### src/rtl/flash_cmd_pkg.sv
// Shared types and command constants for the protected flash command decoder.
// Assumes command bytes sit in data bits [7:0] and unlock addresses in the
// low eleven address bits.
package flash_cmd_pkg;

    typedef enum logic [3:0] {
        OP_NONE   = 4'd0,
        OP_PROG   = 4'd1,
        OP_SECT   = 4'd2,
        OP_BLK    = 4'd3,
        OP_CHIP   = 4'd4,
        OP_SUSP   = 4'd5,
        OP_RESUME = 4'd6,
        OP_ID     = 4'd7,
        OP_QUERY  = 4'd8,
        OP_SECID  = 4'd9,
        OP_EXIT   = 4'd10
    } op_e;

    typedef enum logic [1:0] {
        MODE_READ  = 2'd0,
        MODE_ID    = 2'd1,
        MODE_QUERY = 2'd2,
        MODE_SECID = 2'd3
    } mode_e;

    typedef enum logic [2:0] {
        SQ_IDLE, SQ_U1, SQ_U2, SQ_PROG, SQ_E3, SQ_E4, SQ_E5
    } seq_e;

    localparam int UNL_W = 11;
    localparam logic [UNL_W-1:0] ADR_KEY_A = 11'h555;
    localparam logic [UNL_W-1:0] ADR_KEY_B = 11'h2AA;

    localparam logic [7:0] CD_KEY1   = 8'hAA;
    localparam logic [7:0] CD_KEY2   = 8'h55;
    localparam logic [7:0] CD_PROG   = 8'hA0;
    localparam logic [7:0] CD_ESETUP = 8'h80;
    localparam logic [7:0] CD_SECT   = 8'h50;
    localparam logic [7:0] CD_BLK    = 8'h30;
    localparam logic [7:0] CD_CHIP   = 8'h10;
    localparam logic [7:0] CD_SUSP   = 8'hB0;
    localparam logic [7:0] CD_RESUME = 8'h30;
    localparam logic [7:0] CD_ID     = 8'h90;
    localparam logic [7:0] CD_QUERY  = 8'h98;
    localparam logic [7:0] CD_SECID  = 8'h88;
    localparam logic [7:0] CD_EXIT   = 8'hF0;

endpackage

### src/rtl/flash_seq_fsm.sv
// Unlock-sequence tracker. Walks the multi-write preambles and offers one
// candidate command per completing write. Assumes the caller holds busy high
// whenever a program or unsuspended erase runs; while busy only the suspend
// byte is offered and the sequence state is dropped.
module flash_seq_fsm
    import flash_cmd_pkg::*;
(
    input  logic             clk,
    input  logic             rst_n,
    input  logic             wr_en,
    input  logic [UNL_W-1:0] addr_lo,
    input  logic [7:0]       cmd,
    input  logic             busy,
    output logic             cand_valid,
    output op_e              cand_op
);

    seq_e seq_q, seq_d;
    logic hit_a, hit_b;

    assign hit_a = (addr_lo == ADR_KEY_A);
    assign hit_b = (addr_lo == ADR_KEY_B);

    // Next-state and candidate decode for the current write.
    always_comb begin
        seq_d      = seq_q;
        cand_valid = 1'b0;
        cand_op    = OP_NONE;
        if (wr_en) begin
            seq_d = SQ_IDLE;
            if (busy) begin
                if (cmd == CD_SUSP) begin
                    cand_valid = 1'b1;
                    cand_op    = OP_SUSP;
                end
            end else begin
                unique case (seq_q)
                    SQ_IDLE: begin
                        if (hit_a && cmd == CD_KEY1) seq_d = SQ_U1;
                        else if (cmd == CD_SUSP) begin
                            cand_valid = 1'b1; cand_op = OP_SUSP;
                        end else if (cmd == CD_RESUME) begin
                            cand_valid = 1'b1; cand_op = OP_RESUME;
                        end else if (cmd == CD_EXIT) begin
                            cand_valid = 1'b1; cand_op = OP_EXIT;
                        end
                    end
                    SQ_U1: if (hit_b && cmd == CD_KEY2) seq_d = SQ_U2;
                    SQ_U2: begin
                        if (hit_a) begin
                            case (cmd)
                                CD_PROG:   seq_d = SQ_PROG;
                                CD_ESETUP: seq_d = SQ_E3;
                                CD_ID:     begin cand_valid = 1'b1; cand_op = OP_ID;    end
                                CD_QUERY:  begin cand_valid = 1'b1; cand_op = OP_QUERY; end
                                CD_SECID:  begin cand_valid = 1'b1; cand_op = OP_SECID; end
                                default:   seq_d = SQ_IDLE;
                            endcase
                        end
                    end
                    SQ_PROG: begin
                        cand_valid = 1'b1;
                        cand_op    = OP_PROG;
                    end
                    SQ_E3: if (hit_a && cmd == CD_KEY1) seq_d = SQ_E4;
                    SQ_E4: if (hit_b && cmd == CD_KEY2) seq_d = SQ_E5;
                    SQ_E5: begin
                        if (cmd == CD_SECT) begin
                            cand_valid = 1'b1; cand_op = OP_SECT;
                        end else if (cmd == CD_BLK) begin
                            cand_valid = 1'b1; cand_op = OP_BLK;
                        end else if (cmd == CD_CHIP && hit_a) begin
                            cand_valid = 1'b1; cand_op = OP_CHIP;
                        end
                    end
                    default: seq_d = SQ_IDLE;
                endcase
            end
        end
    end

    // Sequence state register.
    always_ff @(posedge clk) begin
        if (!rst_n) seq_q <= SQ_IDLE;
        else        seq_q <= seq_d;
    end

    // A running operation always finds the tracker idle.
    assert_seq_idle_busy_R6: assert property (@(posedge clk) disable iff (!rst_n)
        busy |-> (seq_q == SQ_IDLE));

endmodule

### src/rtl/flash_guard.sv
// Legality filter. Decides whether a candidate command may reach the back-end,
// given the protect pin, the suspend state and the region of the suspended
// erase. Purely combinational; assumes the region inputs come from registers.
module flash_guard
    import flash_cmd_pkg::*;
#(
    parameter int ADDR_W   = 22,
    parameter int SECT_LSB = 11,
    parameter int BLK_LSB  = 15,
    parameter bit BOOT_TOP = 1'b0,
    localparam int HI_W    = ADDR_W - SECT_LSB
)(
    input  logic            cand_valid,
    input  op_e             cand_op,
    input  logic [HI_W-1:0] tgt_hi,
    input  logic            wp_n,
    input  logic            susp,
    input  logic            erase_live,
    input  logic            prog_live,
    input  op_e             ekind,
    input  logic [HI_W-1:0] esave_hi,
    output logic            accept
);

    localparam int BOFS = BLK_LSB - SECT_LSB;

    logic boot_hit, sect_same, blk_same, in_susp, locked;

    // Boot block placement picked by the build variant.
    generate
        if (BOOT_TOP) begin : g_top
            assign boot_hit = &tgt_hi[HI_W-1:BOFS];
        end else begin : g_bottom
            assign boot_hit = ~|tgt_hi[HI_W-1:BOFS];
        end
    endgenerate

    assign sect_same = (tgt_hi == esave_hi);
    assign blk_same  = (tgt_hi[HI_W-1:BOFS] == esave_hi[HI_W-1:BOFS]);
    assign in_susp   = susp && ((ekind == OP_SECT) ? sect_same : blk_same);
    assign locked    = !wp_n && boot_hit;

    // Per-command acceptance rule.
    always_comb begin
        accept = 1'b0;
        if (cand_valid) begin
            unique case (cand_op)
                OP_PROG:          accept = !locked && !in_susp;
                OP_SECT, OP_BLK:  accept = !locked && !susp;
                OP_CHIP:          accept = wp_n && !susp;
                OP_SUSP:          accept = erase_live && !susp && !prog_live &&
                                           (ekind == OP_SECT || ekind == OP_BLK);
                OP_RESUME:        accept = susp && !prog_live;
                OP_ID, OP_QUERY, OP_SECID, OP_EXIT: accept = 1'b1;
                default:          accept = 1'b0;
            endcase
        end
    end

endmodule

### src/rtl/flash_op_ctrl.sv
// Operation controller. Registers accepted requests, runs the program and
// erase countdowns, holds the suspend flag, the suspended region and the
// read mode. Assumes accept is already qualified by the guard.
module flash_op_ctrl
    import flash_cmd_pkg::*;
#(
    parameter int ADDR_W    = 22,
    parameter int DATA_W    = 16,
    parameter int SECT_LSB  = 11,
    parameter int BLK_LSB   = 15,
    parameter int PROG_CYC  = 6,
    parameter int ERASE_CYC = 48,
    parameter bit BOOT_TOP  = 1'b0,
    localparam int HI_W     = ADDR_W - SECT_LSB
)(
    input  logic              clk,
    input  logic              rst_n,
    input  logic [ADDR_W-1:0] wr_addr,
    input  logic [DATA_W-1:0] wr_data,
    input  logic              wp_n,
    input  logic              accept,
    input  op_e               cand_op,
    output logic              op_valid,
    output op_e               op_code,
    output logic [ADDR_W-1:0] op_addr,
    output logic [DATA_W-1:0] op_data,
    output logic              busy,
    output logic              susp,
    output mode_e             mode,
    output logic              erase_live,
    output logic              prog_live,
    output op_e               ekind,
    output logic [HI_W-1:0]   esave_hi
);

    localparam int MAXC  = (PROG_CYC > ERASE_CYC) ? PROG_CYC : ERASE_CYC;
    localparam int CNT_W = $clog2(MAXC + 1);
    localparam int BW    = ADDR_W - BLK_LSB;
    localparam logic [BW-1:0] BOOT_IDX = BOOT_TOP ? {BW{1'b1}} : {BW{1'b0}};

    logic [CNT_W-1:0] pcnt_q, ecnt_q;
    logic is_erase;

    assign is_erase   = (cand_op == OP_SECT) || (cand_op == OP_BLK) || (cand_op == OP_CHIP);
    assign prog_live  = (pcnt_q != '0);
    assign erase_live = (ecnt_q != '0);
    assign busy       = prog_live || (erase_live && !susp);

    // Request register towards the back-end.
    always_ff @(posedge clk) begin
        if (!rst_n) begin
            op_valid <= 1'b0;
            op_code  <= OP_NONE;
            op_addr  <= '0;
            op_data  <= '0;
        end else begin
            op_valid <= accept;
            if (accept) begin
                op_code <= cand_op;
                op_addr <= wr_addr;
                op_data <= wr_data;
            end
        end
    end

    // Program countdown.
    always_ff @(posedge clk) begin
        if (!rst_n)                          pcnt_q <= '0;
        else if (accept && cand_op == OP_PROG) pcnt_q <= CNT_W'(PROG_CYC);
        else if (prog_live)                  pcnt_q <= pcnt_q - 1'b1;
    end

    // Erase countdown, frozen while suspended; also saves the erase region.
    always_ff @(posedge clk) begin
        if (!rst_n) begin
            ecnt_q   <= '0;
            ekind    <= OP_NONE;
            esave_hi <= '0;
        end else if (accept && is_erase) begin
            ecnt_q   <= CNT_W'(ERASE_CYC);
            ekind    <= cand_op;
            esave_hi <= wr_addr[ADDR_W-1:SECT_LSB];
        end else if (erase_live && !susp) begin
            ecnt_q   <= ecnt_q - 1'b1;
        end
    end

    // Suspend flag.
    always_ff @(posedge clk) begin
        if (!rst_n)                              susp <= 1'b0;
        else if (accept && cand_op == OP_SUSP)   susp <= 1'b1;
        else if (accept && cand_op == OP_RESUME) susp <= 1'b0;
    end

    // Read-mode selection.
    always_ff @(posedge clk) begin
        if (!rst_n) mode <= MODE_READ;
        else if (accept) begin
            case (cand_op)
                OP_ID:    mode <= MODE_ID;
                OP_QUERY: mode <= MODE_QUERY;
                OP_SECID: mode <= MODE_SECID;
                OP_EXIT:  mode <= MODE_READ;
                default:  mode <= mode;
            endcase
        end
    end

    assert_susp_needs_erase_R7: assert property (@(posedge clk) disable iff (!rst_n)
        susp |-> erase_live);

    assert_susp_freezes_R7: assert property (@(posedge clk) disable iff (!rst_n)
        (susp && $past(susp)) |-> (ecnt_q == $past(ecnt_q)));

    assert_busy_quiet_R6: assert property (@(posedge clk) disable iff (!rst_n)
        (op_valid && $past(busy)) |-> (op_code == OP_SUSP));

    assert_prog_outside_R8: assert property (@(posedge clk) disable iff (!rst_n)
        (op_valid && op_code == OP_PROG && $past(susp)) |->
        ((ekind == OP_SECT) ? (op_addr[ADDR_W-1:SECT_LSB] != esave_hi)
                            : (op_addr[ADDR_W-1:BLK_LSB] != esave_hi[HI_W-1:BLK_LSB-SECT_LSB])));

    assert_wp_boot_R9: assert property (@(posedge clk) disable iff (!rst_n)
        (op_valid && !$past(wp_n) &&
         (op_code == OP_PROG || op_code == OP_SECT || op_code == OP_BLK)) |->
        (op_addr[ADDR_W-1:BLK_LSB] != BOOT_IDX));

    assert_wp_chip_R9: assert property (@(posedge clk) disable iff (!rst_n)
        (op_valid && op_code == OP_CHIP) |-> $past(wp_n));

    assert_no_erase_in_susp_R11: assert property (@(posedge clk) disable iff (!rst_n)
        (op_valid && $past(susp)) |->
        !(op_code == OP_SECT || op_code == OP_BLK || op_code == OP_CHIP));

endmodule

### src/rtl/flash_cmd_seq.sv
// Protected flash command decoder, top level. Ties the unlock tracker, the
// legality filter and the operation controller together. Assumes one bus
// write per asserted wr_en cycle and a synchronous active-low reset.
module flash_cmd_seq
    import flash_cmd_pkg::*;
#(
    parameter int ADDR_W    = 22,
    parameter int DATA_W    = 16,
    parameter int SECT_LSB  = 11,
    parameter int BLK_LSB   = 15,
    parameter int PROG_CYC  = 6,
    parameter int ERASE_CYC = 48,
    parameter bit BOOT_TOP  = 1'b0
)(
    input  logic              clk,
    input  logic              rst_n,
    input  logic              wr_en,
    input  logic [ADDR_W-1:0] wr_addr,
    input  logic [DATA_W-1:0] wr_data,
    input  logic              wp_n,
    output logic              op_valid,
    output logic [3:0]        op_code,
    output logic [ADDR_W-1:0] op_addr,
    output logic [DATA_W-1:0] op_data,
    output logic              busy,
    output logic              suspended,
    output logic [1:0]        mode
);

    localparam int HI_W = ADDR_W - SECT_LSB;

    logic            cand_valid, accept, erase_live, prog_live;
    op_e             cand_op, op_code_e, ekind;
    mode_e           mode_e_q;
    logic [HI_W-1:0] esave_hi;

    flash_seq_fsm u_fsm (
        .clk        (clk),
        .rst_n      (rst_n),
        .wr_en      (wr_en),
        .addr_lo    (wr_addr[UNL_W-1:0]),
        .cmd        (wr_data[7:0]),
        .busy       (busy),
        .cand_valid (cand_valid),
        .cand_op    (cand_op)
    );

    flash_guard #(
        .ADDR_W(ADDR_W), .SECT_LSB(SECT_LSB), .BLK_LSB(BLK_LSB), .BOOT_TOP(BOOT_TOP)
    ) u_guard (
        .cand_valid (cand_valid),
        .cand_op    (cand_op),
        .tgt_hi     (wr_addr[ADDR_W-1:SECT_LSB]),
        .wp_n       (wp_n),
        .susp       (suspended),
        .erase_live (erase_live),
        .prog_live  (prog_live),
        .ekind      (ekind),
        .esave_hi   (esave_hi),
        .accept     (accept)
    );

    flash_op_ctrl #(
        .ADDR_W(ADDR_W), .DATA_W(DATA_W), .SECT_LSB(SECT_LSB), .BLK_LSB(BLK_LSB),
        .PROG_CYC(PROG_CYC), .ERASE_CYC(ERASE_CYC), .BOOT_TOP(BOOT_TOP)
    ) u_ctrl (
        .clk        (clk),
        .rst_n      (rst_n),
        .wr_addr    (wr_addr),
        .wr_data    (wr_data),
        .wp_n       (wp_n),
        .accept     (accept),
        .cand_op    (cand_op),
        .op_valid   (op_valid),
        .op_code    (op_code_e),
        .op_addr    (op_addr),
        .op_data    (op_data),
        .busy       (busy),
        .susp       (suspended),
        .mode       (mode_e_q),
        .erase_live (erase_live),
        .prog_live  (prog_live),
        .ekind      (ekind),
        .esave_hi   (esave_hi)
    );

    assign op_code = op_code_e;
    assign mode    = mode_e_q;

endmodule

### config.mk
export PLATFORM = sky130hd
export DESIGN_NAME = flash_cmd_seq
export DESIGN_NICKNAME = d
export VERILOG_FILES = /design/src/rtl/flash_cmd_pkg.sv /design/src/rtl/flash_seq_fsm.sv /design/src/rtl/flash_guard.sv /design/src/rtl/flash_op_ctrl.sv /design/src/rtl/flash_cmd_seq.sv
export SDC_FILE = /design/constraint.sdc
export NUM_CORES = 1
export LEC_CHECK = 0
export CORE_ASPECT_RATIO = 1.75
export CORE_MARGIN = 8
export CORE_UTILIZATION = 54
export CTS_CLUSTER_DIAMETER = 40
export DETAILED_ROUTE_END_ITERATION = 16
export PLACE_DENSITY = 0.85
export SYNTH_ARGS = -nofsm -noshare
export SYNTH_HDL_FRONTEND = slang
export SYNTH_HIERARCHICAL = 1
export SYNTH_SLANG_ARGS = --single-unit
### constraint.sdc
create_clock -name clk -period 10.1 [get_ports clk]
set_input_delay 2.02 -clock clk [delete_from_list [all_inputs] [get_ports clk]]
set_output_delay 2.02 -clock clk [all_outputs]
set_load 0.03 [all_outputs]
# --- Word level (Yosys, flattened, before mapping) ---
# Index checks and enable logic that the tools add are counted.
word_totals:
  regBits: 76
  inputBits: 42
  word_cells: 134
classes:
  addsub: 2
  n_eq_ne: 34
  muxes: 44
  n_bitwise: 1
  reduce_logical: 40
op_table:
  columns: ["op", "count"]
  rows:
  - ["8-bit equality test, second input constant", 8]
  - ["4-bit 2-to-1 mux", 9]
  - ["3-bit 2-to-1 mux", 8]
  - ["1-bit 2-to-1 mux", 17]
  - ["4-bit by 2-bit equality test with 1-bit output, second input constant", 4]
  - ["4-bit by 3-bit equality test with 1-bit output, second input constant", 4]
  - ["8-bit by 7-bit equality test with 1-bit output, second input constant", 2]
  - ["1-bit logical AND", 16]
  - ["4-bit one-hot mux with 4 select lines", 1]
  - ["3-bit one-hot mux with 5 select lines", 1]
  - ["4-bit equality test, second input constant", 3]
  - ["6-bit 2-to-1 mux", 2]
  - ["4-bit one-hot mux with 3 select lines", 1]
  - ["6-bit nonzero test", 2]
  - ["6-bit by 1-bit subtractor with 6-bit output, second input constant", 2]
  - ["11-bit by 10-bit equality test with 1-bit output, second input constant", 1]
  - ["11-bit equality test", 1]
  - ["11-bit equality test, second input constant", 1]
  - ["3-bit equality test, second input constant", 3]
  - ["8-bit by 5-bit equality test with 1-bit output, second input constant", 1]
  - ["8-bit by 6-bit equality test with 1-bit output, second input constant", 1]
  - ["2-bit one-hot mux with 4 select lines", 1]
  - ["7-bit equality test", 1]
  - ["7-bit OR reduction", 1]
  - ["17 further kinds", 30]

# --- Longest topological paths before layout ---
# Gate-level depths: netlist of run 1.
depth:
  ltp_word: 15
  ltp_mapped: 18
  mapped_depth_nobuf: 17

# --- Modules after synthesis ---
# The synthesis of run 1 kept the hierarchy.
modules_own_cells:
  columns: ["mod", "instances", "cells_per_inst", "area_per_inst_um2"]
  rows:
  - ["flash_op_ctrl", 1, 307, 2982.9]
  - ["flash_seq_fsm", 1, 83, 595.6]
  - ["flash_guard", 1, 38, 287.8]

# --- Worst setup path after synthesis of run 1 ---
# OpenSTA, ideal clock, no wires.
synth_path:
  path_kind: "input to register"
  start: "input wr_addr[3]"
  end: "register u_ctrl.op_addr[0]"
  setup_ps: 116
  arrival_ps: 5217
  required_time_ps: 9984
  path_slack_ps: 4767
  path_stages: 12
  path_buffers: 2
  path_cell_list: "or4b_4 > nor4b_2 > and3_1 > a31oi_1 > a31oi_1 > nand2_1 > or4_1 > a211oi_2 > buf_2 > buf_2 > mux2i_1 > nor2b_1"
synth_lines:
  columns: ["item", "line", "text"]
  rows:
  - ["start: declaration", "flash_cmd_seq.sv:18", "input logic [ADDR_W-1:0] wr_addr,"]
  - ["11-bit equality test *", "flash_seq_fsm.sv:21", "assign hit_a = (addr_lo == ADR_KEY_A);"]
  - ["1-bit logical AND", "flash_seq_fsm.sv:39", "if (hit_a && cmd == CD_KEY1) seq_d = SQ_U1;"]
  - ["4-bit 2-to-1 mux", "flash_seq_fsm.sv:39", null]
  - ["4-bit one-hot mux with 4 select lines *", "flash_seq_fsm.sv:37", "unique case (seq_q)"]
  - ["4-bit 2-to-1 mux *", "flash_seq_fsm.sv:31", "if (busy) begin"]
  - ["4-bit 2-to-1 mux *", "flash_seq_fsm.sv:29", "if (wr_en) begin"]
  - ["via cand_op[0]", "flash_cmd_seq.sv:33", "op_e cand_op, op_code_e, ekind;"]
  - ["4-bit by 3-bit equality test with 1-bit output (tied with other cells)", "flash_guard.sv:47", "unique case (cand_op)"]
  - ["4-bit OR reduction / 2-bit OR reduction (equally long branches)", "flash_guard.sv:47", null]
  - ["1-bit one-hot mux with 6 select lines *", "flash_guard.sv:47", null]
  - ["1-bit 2-to-1 mux *", "flash_guard.sv:46", "if (cand_valid) begin"]
  - ["via accept", "flash_cmd_seq.sv:32", "logic cand_valid, accept, erase_live, prog_live;"]
  - ["end signal: assignment", "flash_op_ctrl.sv:60", "op_addr <= wr_addr;"]
  - ["end: declaration", "flash_op_ctrl.sv:25", "output logic [ADDR_W-1:0] op_addr,"]
# The timed path passes the listed nets; every way through them passes the cells marked *.
# A chain may end at the register's enable or synchronous reset.

# --- Worst setup path after layout of run 1 ---
layout_path:
  start: "input wr_addr[3]"
  end: "register u_ctrl.ecnt_q[1]"
layout_lines:
  columns: ["item", "line", "text"]
  rows:
  - ["11-bit equality test *", "flash_seq_fsm.sv:21", null]
  - ["1-bit logical AND", "flash_seq_fsm.sv:39", null]
  - ["4-bit 2-to-1 mux", "flash_seq_fsm.sv:39", null]
  - ["4-bit one-hot mux with 4 select lines *", "flash_seq_fsm.sv:37", null]
  - ["4-bit 2-to-1 mux *", "flash_seq_fsm.sv:31", null]
  - ["4-bit 2-to-1 mux *", "flash_seq_fsm.sv:29", null]
  - ["via cand_op[0]", "flash_cmd_seq.sv:33", null]
  - ["4-bit by 3-bit equality test with 1-bit output (tied with other cells)", "flash_guard.sv:47", null]
  - ["4-bit OR reduction / 2-bit OR reduction (equally long branches)", "flash_guard.sv:47", null]
  - ["1-bit one-hot mux with 6 select lines *", "flash_guard.sv:47", null]
  - ["1-bit 2-to-1 mux *", "flash_guard.sv:46", null]
  - ["via accept", "flash_cmd_seq.sv:32", null]
  - ["1-bit logical AND *", "flash_op_ctrl.sv:79", "end else if (accept && is_erase) begin"]
  - ["2-bit OR reduction (no line) *", null, null]
  - ["end signal: assignment", "flash_op_ctrl.sv:80", "ecnt_q <= CNT_W'(ERASE_CYC);"]
  - ["end signal: assignment", "flash_op_ctrl.sv:84", "ecnt_q <= ecnt_q - 1'b1;"]
  - ["end: declaration", "flash_op_ctrl.sv:41", "logic [CNT_W-1:0] pcnt_q, ecnt_q;"]
# Marks and branches as above.

==> results of run 1 <==
==> registers in the layout, summed over array words and instances, names as in the netlist <==
register / cells
u_ctrl/ecnt_q: 6
u_ctrl/ekind: 4
u_ctrl/esave_hi: 11
u_ctrl/mode: 2
u_ctrl/op_addr: 22
u_ctrl/op_code: 4
u_ctrl/op_data: 16
u_ctrl/op_valid: 1
u_ctrl/pcnt_q: 6
u_ctrl/susp: 1
u_fsm/seq_q: 3
==> layout make-up <==
type	count	area, sq um	share of cell area (%)
Clock buffer	13	270	5.26
Clock inverter	3	67.6	1.32
Inverter	10	37.5	0.731
Multi-Input combinational cell	320	2220	43.2
Sequential cell	76	1520	29.6
Tap cell	86	108	2.10
Timing Repair Buffer	93	913	17.8
==> worst register-to-register path: stages, from the launching register on <==
cell      delay (ps)
dfxtp_1          330
inv_1             90
ha_1             190
nor4b_1          550
a21oi_1          250
or2_2            390
and2b_2          240
o21ai_0          140
a21oi_1          620
nor2_1            80
nand2_1          110
nor4b_1           70
a211oi_2         310
a211oi_4          90
buf_4            390
nor2b_1          270
o21ai_2          390
nand2_1          250
a211oi_1         290
==> through the flow <==
| stage | hold slack, ps | utilization (%) | setup WS [ps] | power (mW) |
|---|---|---|---|---|
| floorplan | 462 | - | 4770 | 0.496 |
| global placement | 469 | 67.8 | 3530 | 0.550 |
| detailed placement | 477 | 67.8 | 3370 | 0.560 |
| CTS | 485 | 72.5 | 3700 | 0.917 |
| global route | 501 | 72.5 | 3340 | 0.958 |
| finish | 487 | 72.5 | 3690 | 0.909 |
==> cells in the final DEF (no fill, tap or decap), types with 4 or more instances in the layout <==
master,synthesis,routed
nor2_1,25,25
buf_4,0,5
a21oi_1,11,11
xnor2_1,15,15
a21boi_0,7,7
nand2b_1,8,8
nor2b_1,45,45
nand2_1,29,29
mux2i_1,45,45
nor4b_1,4,4
inv_1,10,10
clkbuf_16,0,9
nor4bb_1,4,4
o21ai_0,25,25
dfxtp_1,76,76
nor3_1,5,5
ha_1,4,4
a31oi_1,5,5
nand4_1,6,6
clkdlybuf4s50_1,0,87
nand3_1,18,18
==> synthesized netlist by cell type, types with 3 or more instances <==
cell type / number / area share [%]
dfxtp_1: 76 / 39
mux2i_1: 45 / 12
nor2b_1: 45 / 7.3
nand2_1: 29 / 2.8
nor2_1: 25 / 2.4
o21ai_0: 25 / 3.2
nand3_1: 18 / 2.3
xnor2_1: 15 / 3.4
a21oi_1: 11 / 1.4
clkbuf_1: 10 / 0.97
inv_1: 10 / 0.97
buf_2: 9 / 1.2
nand2b_1: 8 / 1.3
a21boi_0: 7 / 1.4
nand4_1: 6 / 0.97
a31oi_1: 5 / 0.81
nor3_1: 5 / 0.65
ha_1: 4 / 1.3
nor4b_1: 4 / 0.91
nor4bb_1: 4 / 1.0
and2_1: 3 / 0.49
clkbuf_2: 3 / 0.39
nand3b_1: 3 / 0.58
nor3b_1: 3 / 0.58
nor4_1: 3 / 0.49
o31ai_1: 3 / 0.58
or4_4: 3 / 0.87
xor2_1: 3 / 0.68
==> per-layer routing <==
layer  wire (um)  up-vias  track usage [%]
met2        5510       85             35.0
li1            -     1667                -
met5           0        -                0
met1        3950     1607             20.5
met3         347       22             5.41
met4         290        0             10.1
==> logic make-up (layout without fill, tap and decap cells) <==
kind of cell               after synthesis  in the layout  synth area share (%)
muxes                                   46             46                  11.9
and+or+nand+nor                        183            183                  28.5
buffers and inverters                   32            119                  3.50
adders and majority gates                4              4                  1.29
xor gates and xnor gates                18             18                  4.08
DFF                                     76             76                  39.4
AOI/OAI and AO/OA                       69             69                  11.3
==> power by group through the flow <==
stage               combinational, mW  sequential, mW  clock [mW]
floorplan                       0.154           0.342           0
global placement                0.206           0.344           0
detailed placement              0.214           0.346           0
CTS                             0.216           0.339       0.361
global route                    0.240           0.343       0.375
finish                          0.214           0.340       0.355
==> worst max path at each step <==
stage                        endpoint  cells after the start
floorplan           u_ctrl/op_addr[0]                     12
global placement     u_ctrl/ecnt_q[1]                     15
detailed placement   u_ctrl/ecnt_q[1]                     15
CTS                  u_ctrl/ecnt_q[1]                     15
global route         u_ctrl/ecnt_q[1]                     16
finish               u_ctrl/ecnt_q[1]                     15
==> impl_metrics.json, run 1 <==
{
  "outcome": "completed",
  "startpoint": "wr_addr[3]",
  "grt_pass1_wl_um": 16200,
  "power_switching_mw": 0.250,
  "htreeDepth": 3,
  "p_leak_nw": 1.69,
  "wl_per_cell_um": 16.8,
  "drt_first_pass_iters": 5,
  "ys.flop_type": "dfxtp_1",
  "ant_nets": 0,
  "rsz0062_at_grt": "false",
  "vias": 3381,
  "maxCapViolations": 0,
  "critPathMaxFanout": 48,
  "slew_headroom_pct": 39.2,
  "area_growth_pct": 32.8,
  "cts_root_buf": "clkbuf_16",
  "hold_violations": 0,
  "start_util_pct": 54.6,
  "finalSetupTns_ps": 0,
  "place.gp.congestion": 0.913,
  "min_period_over_period_pct": 63.5,
  "cp_slowest_stage_delay_ps": 650,
  "ys_warn_count": 6,
  "hold_start": "u_ctrl/op_code[3]",
  "clk_latency_ps": 330,
  "crit_chain": "clkdlybuf4s50_1 > or4b_4 > nor4b_2 > and3_1 > a31oi_1 > a31oi_1 > buf_4 > nand2_1 > or4_1 > a211oi_4 > buf_4 > nor2b_1 > o21ai_2 > nand2_1 > a211oi_1",
  "fin_area_sq_um": 5130,
  "layout-drive-gt1-share_pct": 8.16,
  "fillerInstances": 518,
  "cpMaxStageDelayCell": "buf_4",
  "slew_violations": 0,
  "synth.avg_cell_area_sq_um": 9.03,
  "dieArea_sq_um": 10200,
  "synth_edf_count": 0,
  "syn-cell-area_sq_um": 3870,
  "wl_um": 10100,
  "synth_cell_types": 57,
  "ys_async_sr_fraction_pct": 0,
  "endpoint_kind": "register",
  "power.internal_mw": 0.658,
  "synthCells": 428,
  "syn_nets": 474,
  "dr.first_iter.drc_count": 181,
  "place_inst": 585,
  "stdcell_count": 601,
  "via_per_inst": 5.63,
  "clk_path_buf_depth": 2,
  "io_buffers": 88,
  "post_cts_buffers": 0,
  "fp.dieW_um": 80.0,
  "swShare_pct": 27.5,
  "ioPinCount": 89,
  "hold_buffers": 0,
  "p_seq_share_pct": 37.4,
  "die_h_um": 128,
  "diodes": 0,
  "clk_pin_slew_worst_paths_ps": 60,
  "cts_num_sinks": 76,
  "antenna_found_initial": 0,
  "r2r_setup_slack_ps": 4960,
  "skew_ps": 5.69,
  "startpoint_type": "primary input",
  "grt_max_degree": 56,
  "hold_end": "u_ctrl/op_code[3]",
  "r2r-start": "u_ctrl/ecnt_q[0]",
  "synth-seq-area-share_pct": 39.4,
  "power_frac_comb_pct": 23.6,
  "post-route-drc-count": 0,
  "tritoncts": "yes",
  "min_path_cells": 2,
  "worstMarginPinSlew_ps": 912,
  "ir_worst_vdd_mv": 0.118,
  "row_count": 41,
  "path_buf_inv": 3,
  "setup_viol": 0,
  "fin_nets": 556,
  "path_class": "in -> reg",
  "worstPathArrival_ps": 6620,
  "post_dp_cell_area_sq_um": 4800,
  "fmax_mhz": 156,
  "cpLargestDelayFamily": "simple AND/OR/NAND/NOR gates",
  "synth_seq_cells": 76,
  "finalCriticalPeriod_ps": 6410,
  "critPathRequiredTime_ps": 10310,
  "gr-usage-all-layers_pct": 19.9,
  "rr_worst_depth": 18,
  "pwr-share-clk_pct": 39.1,
  "grt_pass1_vias": 3411,
  "grt-ovfl-total": 0,
  "cts_resized": 0,
  "cts_made_buffers": 9,
  "core_area_sq_um": 7080,
  "hold_path.class": "reg -> reg",
  "hpwl_um": 7350,
  "powerDensity_nw_per_um2": 177,
  "rr_endpoint": "u_ctrl/ecnt_q[1]"
}
Note: power is estimated with default switching activity, not from simulation.
==> run 2: changes to the inputs <==
CORE_UTILIZATION = 50   (was 54)
PLACE_DENSITY = 0.8   (was 0.85)
clock period = 6.5 ns   (was 10.1 ns; I/O delays follow)
==> impl_metrics.json, run 2 (synthesized netlist as in run 1, its figures left out) <==
{
  "outcome": "completed",
  "cts_root_buf": "clkbuf_16",
  "wl_per_cell_um": 16.6,
  "crit_top_cell": "buf_4",
  "top_regs": "u_ctrl/op_addr (22), u_ctrl/op_data (16), u_ctrl/esave_hi (11)",
  "clk_pin_slew_worst_paths_ps": 60,
  "cpMaxStageDelayCell": "a31oi_1",
  "vias": 3357,
  "cts_made_buffers": 9,
  "rr_endpoint": "u_ctrl/op_data[10]",
  "rr_worst_depth": 16,
  "layout-drive-gt1-share_pct": 8.53,
  "cts_resized": 0,
  "final_cell_mix": "clkdlybuf4s50_1, dfxtp_1, nor2b_1, mux2i_1, nand2_1",
  "fp.dieW_um": 82.5,
  "post_cts_buffers": 0,
  "hold_violations": 0,
  "setup_viol": 0,
  "hold_path.class": "reg -> reg",
  "ioPinCount": 89,
  "critPathRequiredTime_ps": 6730,
  "finalSetupTns_ps": 0,
  "maxCapViolations": 0,
  "worstPathArrival_ps": 5780,
  "antenna_found_initial": 0,
  "hold_start": "u_ctrl/esave_hi[9]",
  "min_path_cells": 2,
  "tritoncts": "yes",
  "fmax_mhz": 180,
  "critPathMaxFanout": 30,
  "start_util_pct": 51.4,
  "finalCriticalPeriod_ps": 5550,
  "clk_latency_ps": 340,
  "rsz0062_at_grt": "false",
  "slew_headroom_pct": 40.0,
  "skew_ps": 3.97,
  "grt_pass1_wl_um": 17100,
  "diodes": 0,
  "place.gp.congestion": 0.921,
  "endpoint_kind": "register",
  "ir_worst_vdd_mv": 0.202,
  "r2r_setup_slack_ps": 1760,
  "cts_num_sinks": 76,
  "row_count": 42,
  "grt_pass1_vias": 3584,
  "htreeDepth": 3,
  "dieArea_sq_um": 10900,
  "core_area_sq_um": 7510,
  "grt-ovfl-total": 0,
  "io_buffers": 88,
  "die_h_um": 132,
  "via_per_inst": 5.56,
  "clk_path_buf_depth": 2,
  "p_leak_nw": 1.70,
  "hpwl_um": 7470,
  "worstMarginPinSlew_ps": 899,
  "min_period_over_period_pct": 85.5,
  "hold_end": "u_ctrl/esave_hi[9]",
  "worst_slack_ps": 945,
  "dr.first_iter.drc_count": 165,
  "grt_max_degree": 43,
  "drt_first_pass_iters": 4,
  "layout_commonest_cell": "clkdlybuf4s50_1",
  "area_growth_pct": 33.4,
  "largest_register_ffs": 22,
  "post-route-drc-count": 0,
  "regMostFlops": "u_ctrl/op_addr",
  "path_class": "in -> reg",
  "crit_chain": "clkdlybuf4s50_1 > nor4_2 > nand3_1 > nor3b_1 > nand2b_1 > a31oi_1 > buf_4 > nor4bb_1 > a211oi_2 > a211oi_4 > buf_4 > buf_4 > mux2i_1 > nor2b_1",
  "ant_nets": 0,
  "wl_um": 10000,
  "powerDensity_nw_per_um2": 278,
  "dp_slack_ps": 639,
  "gr-usage-all-layers_pct": 19.7,
  "slew_violations": 0,
  "startpoint_type": "primary input",
  "fin_nets": 557,
  "r2r-start": "u_ctrl/ecnt_q[0]",
  "p_total_mw": 1.43,
  "cp_slowest_stage_delay_ps": 570,
  "hold_buffers": 0
}
[run 2: changes by cell type in the layout (fill, tap and decap cells not counted)]
cell / change
clkbuf_8: -2
buf_4: +1
bufinv_16: +1
clkbuf_1: -1
clkinv_2: +1
clkinv_4: +1
[run 2: where the power goes]
part / internal [mW] / leakage, nW / switching, mW
registers: 0.498 / 0.614 / 0.0296
logic: 0.156 / 0.920 / 0.173
clock network: 0.385 / 0.169 / 0.192
total: 1.04 / 1.70 / 0.394
[run 2: worst max-delay path by stage]
| stage | start | endpoint | slack [ps] | cells after the start |
|---|---|---|---|---|
| 2_1_floorplan | wr_addr[3] | u_ctrl/op_addr[0] | 1890 | 12 |
| 3_3_place_gp | wr_data[0] | u_ctrl/op_data[12] | 860 | 14 |
| 3_5_place_dp | wr_addr[3] | u_ctrl/op_data[13] | 640 | 14 |
| 4_1_cts | wr_addr[3] | u_ctrl/op_data[13] | 990 | 14 |
| 5_1_grt | wr_data[0] | u_ctrl/op_data[7] | 590 | 14 |
| 6_report | wr_data[0] | u_ctrl/op_data[10] | 950 | 14 |
[run 2: critical path: cells and delay by family]
family	cells	cell delay [ps]
AOI/OAI and AO/OA	3	950
and+or+nand+nor	6	1620
buffers and inverters	4	1660
muxes	1	240
[run 2: layout make-up]
cell class / count / area [sq um]
Inverter: 10 / 37.5
Clock inverter: 6 / 111
Fill cell: 620 / 2360
Timing Repair Buffer: 94 / 921
Tap cell: 88 / 110
Multi-Input combinational cell: 320 / 2220
Sequential cell: 76 / 1520
Clock buffer: 10 / 239
[run 2: per-stage QoR]
stage	cell area [sq um]	std cells	hold WS, ps	utilization [%]
final	5160	604	486	68.6
after global routing	5160	604	508	68.6
after CTS	5160	604	488	68.6
after detailed placement	4810	588	480	64.0
after global placement	4810	588	470	64.0
after floorplan	3870	428	462	-
[run 2: routing by layer]
layer  GRT usage (%)  up-vias  share of wire [%]
li1                -     1666                  -
met1            20.4     1579                 38
met2            34.0       93                 54
met3            4.51       19                4.5
met4            11.6        0                3.4
met5               0        -                  0
==> run 3: changes to the inputs <==
PLACE_DENSITY = 0.76   (was 0.8)
clock period = 6.35 ns   (was 6.5 ns; I/O delays follow)
==> impl_metrics.json, run 3 (synthesized netlist as in run 1, its figures left out) <==
{
  "die_h_um": 132,
  "tritoncts": "yes",
  "rr_worst_depth": 19,
  "antenna_found_initial": 0,
  "post-route-drc-count": 0,
  "powerDensity_nw_per_um2": 269,
  "grt_max_degree": 68,
  "critPathMaxFanout": 47,
  "fp.dieW_um": 82.5,
  "post_dp_cell_area_sq_um": 4810,
  "wl_um": 9660,
  "startpoint": "wr_data[0]",
  "top_regs": "u_ctrl/op_addr (22), u_ctrl/op_data (16), u_ctrl/esave_hi (11)",
  "cts_made_buffers": 9,
  "vias": 3322,
  "hold_buffers": 0,
  "rsz0062_at_grt": "false",
  "setup_viol": 0,
  "gr-usage-all-layers_pct": 18.9,
  "ant_nets": 0,
  "slew_headroom_pct": 34.4,
  "layout_commonest_cell": "clkdlybuf4s50_1",
  "cts_num_sinks": 76,
  "p_leak_nw": 1.68,
  "fmax_mhz": 184,
  "power_frac_comb_pct": 24.6,
  "pwr-share-clk_pct": 36.2,
  "worstPathArrival_ps": 5690,
  "r2r_setup_slack_ps": 1600,
  "regMostFlops": "u_ctrl/op_addr",
  "r2r-start": "u_ctrl/ecnt_q[0]",
  "cts_resized": 0,
  "skew_ps": 6.37,
  "diodes": 0,
  "cts_root_buf": "clkbuf_16",
  "hpwl_um": 7220,
  "swShare_pct": 29.0,
  "via_per_inst": 5.49,
  "path_class": "in -> reg",
  "critPathRequiredTime_ps": 6610,
  "hold_violations": 0,
  "grt_pass1_wl_um": 16400,
  "core_area_sq_um": 7510,
  "endpoint_kind": "register",
  "finalSetupTns_ps": 0,
  "htreeDepth": 3,
  "outcome": "completed",
  "final_cell_mix": "clkdlybuf4s50_1, dfxtp_1, nor2b_1, mux2i_1, nand2_1",
  "start_util_pct": 51.4,
  "grt-ovfl-total": 0,
  "clk_latency_ps": 330,
  "ioPinCount": 89,
  "power_switching_mw": 0.398,
  "maxCapViolations": 0,
  "post_cts_buffers": 0,
  "cpMaxStageDelayCell": "buf_4",
  "largest_register_ffs": 22,
  "clk_pin_slew_worst_paths_ps": 60,
  "worstMarginPinSlew_ps": 985,
  "cp_slowest_stage_delay_ps": 620,
  "dr.first_iter.drc_count": 138,
  "fin_area_sq_um": 5110,
  "ir_worst_vdd_mv": 0.194,
  "io_buffers": 88,
  "row_count": 42,
  "place.gp.congestion": 0.915,
  "crit_chain": "clkdlybuf4s50_1 > nor4_2 > nand3_1 > nor3b_1 > nand3_1 > a21oi_1 > buf_4 > and2b_1 > a31oi_1 > nor4_1 > a211oi_2 > a211oi_4 > buf_4 > nand2b_1 > nor2_1 > a21oi_1 > nor3_1",
  "cp-endpoint": "u_ctrl/ekind[0]",
  "min_period_over_period_pct": 85.6,
  "power.internal_mw": 0.977,
  "dieArea_sq_um": 10900,
  "startpoint_type": "primary input",
  "p_seq_share_pct": 39.3,
  "rr_endpoint": "u_ctrl/ekind[0]",
  "hold_path.class": "reg -> reg",
  "slew_violations": 0,
  "fin_nets": 558,
  "wl_per_cell_um": 16.0,
  "grt_pass1_vias": 3483,
  "drt_first_pass_iters": 4,
  "finalCriticalPeriod_ps": 5440,
  "clk_path_buf_depth": 2,
  "layout-drive-gt1-share_pct": 8.32,
  "area_growth_pct": 32.2
}
-- run 3: how the worst min path moves through the flow --
stage                             startpoint            endpoint  slack, ps  cells past startpoint
after floorplan           u_ctrl/esave_hi[0]  u_ctrl/esave_hi[0]        460                      2
after global placement    u_ctrl/esave_hi[0]  u_ctrl/esave_hi[0]        470                      2
after detailed placement  u_ctrl/esave_hi[0]  u_ctrl/esave_hi[0]        480                      2
after CTS                 u_ctrl/esave_hi[0]  u_ctrl/esave_hi[0]        490                      2
after global routing      u_ctrl/esave_hi[1]  u_ctrl/esave_hi[1]        510                      2
final                     u_ctrl/esave_hi[5]  u_ctrl/esave_hi[5]        480                      2
-- run 3: area by class of cell --
cell class,count,area (sq um)
inverter,10,37.5
clock buffer,11,233
multi-input combinational,320,2220
fill,638,2400
tap,88,110
timing repair buffer,95,928
sequential,76,1520
clock inverter,5,62.6
-- run 3: critical path: cells and delay by family --
kind | cells | cell delay (ps)
AND/OR/NAND/NOR | 9 | 2440
buffers and inverters | 3 | 1350
AO/OA/AOI/OAI | 5 | 610
-- run 3: per-stage QoR --
step / cells / power (mW) / worst slack [ps] / hold slack (ps) / utilization (%)
after floorplan: 428 / 0.789 / 1770 / 462 / -
after global placement: 589 / 0.877 / 750 / 471 / 64.1
after detailed placement: 589 / 0.889 / 633 / 481 / 64.1
after CTS: 605 / 1.39 / 984 / 489 / 68.0
after global routing: 605 / 1.45 / 590 / 509 / 68.0
final: 605 / 1.38 / 913 / 482 / 68.0
-- run 3: power groups by stage --
stage / Clock, mW / Combinational (mW) / Sequential (mW)
5_1_grt: 0.530 / 0.378 / 0.546
3_3_place_gp: 0 / 0.329 / 0.548
3_5_place_dp: 0 / 0.339 / 0.550
6_report: 0.498 / 0.338 / 0.540
2_1_floorplan: 0 / 0.245 / 0.544
4_1_cts: 0.510 / 0.342 / 0.540
-- run 3: layer usage --
layer / track usage [%] / share of wire, %
met4: 11.5 / 3.5
met1: 19.5 / 38
met5: 0 / 0
met2: 32.3 / 54
met3: 4.30 / 4.4
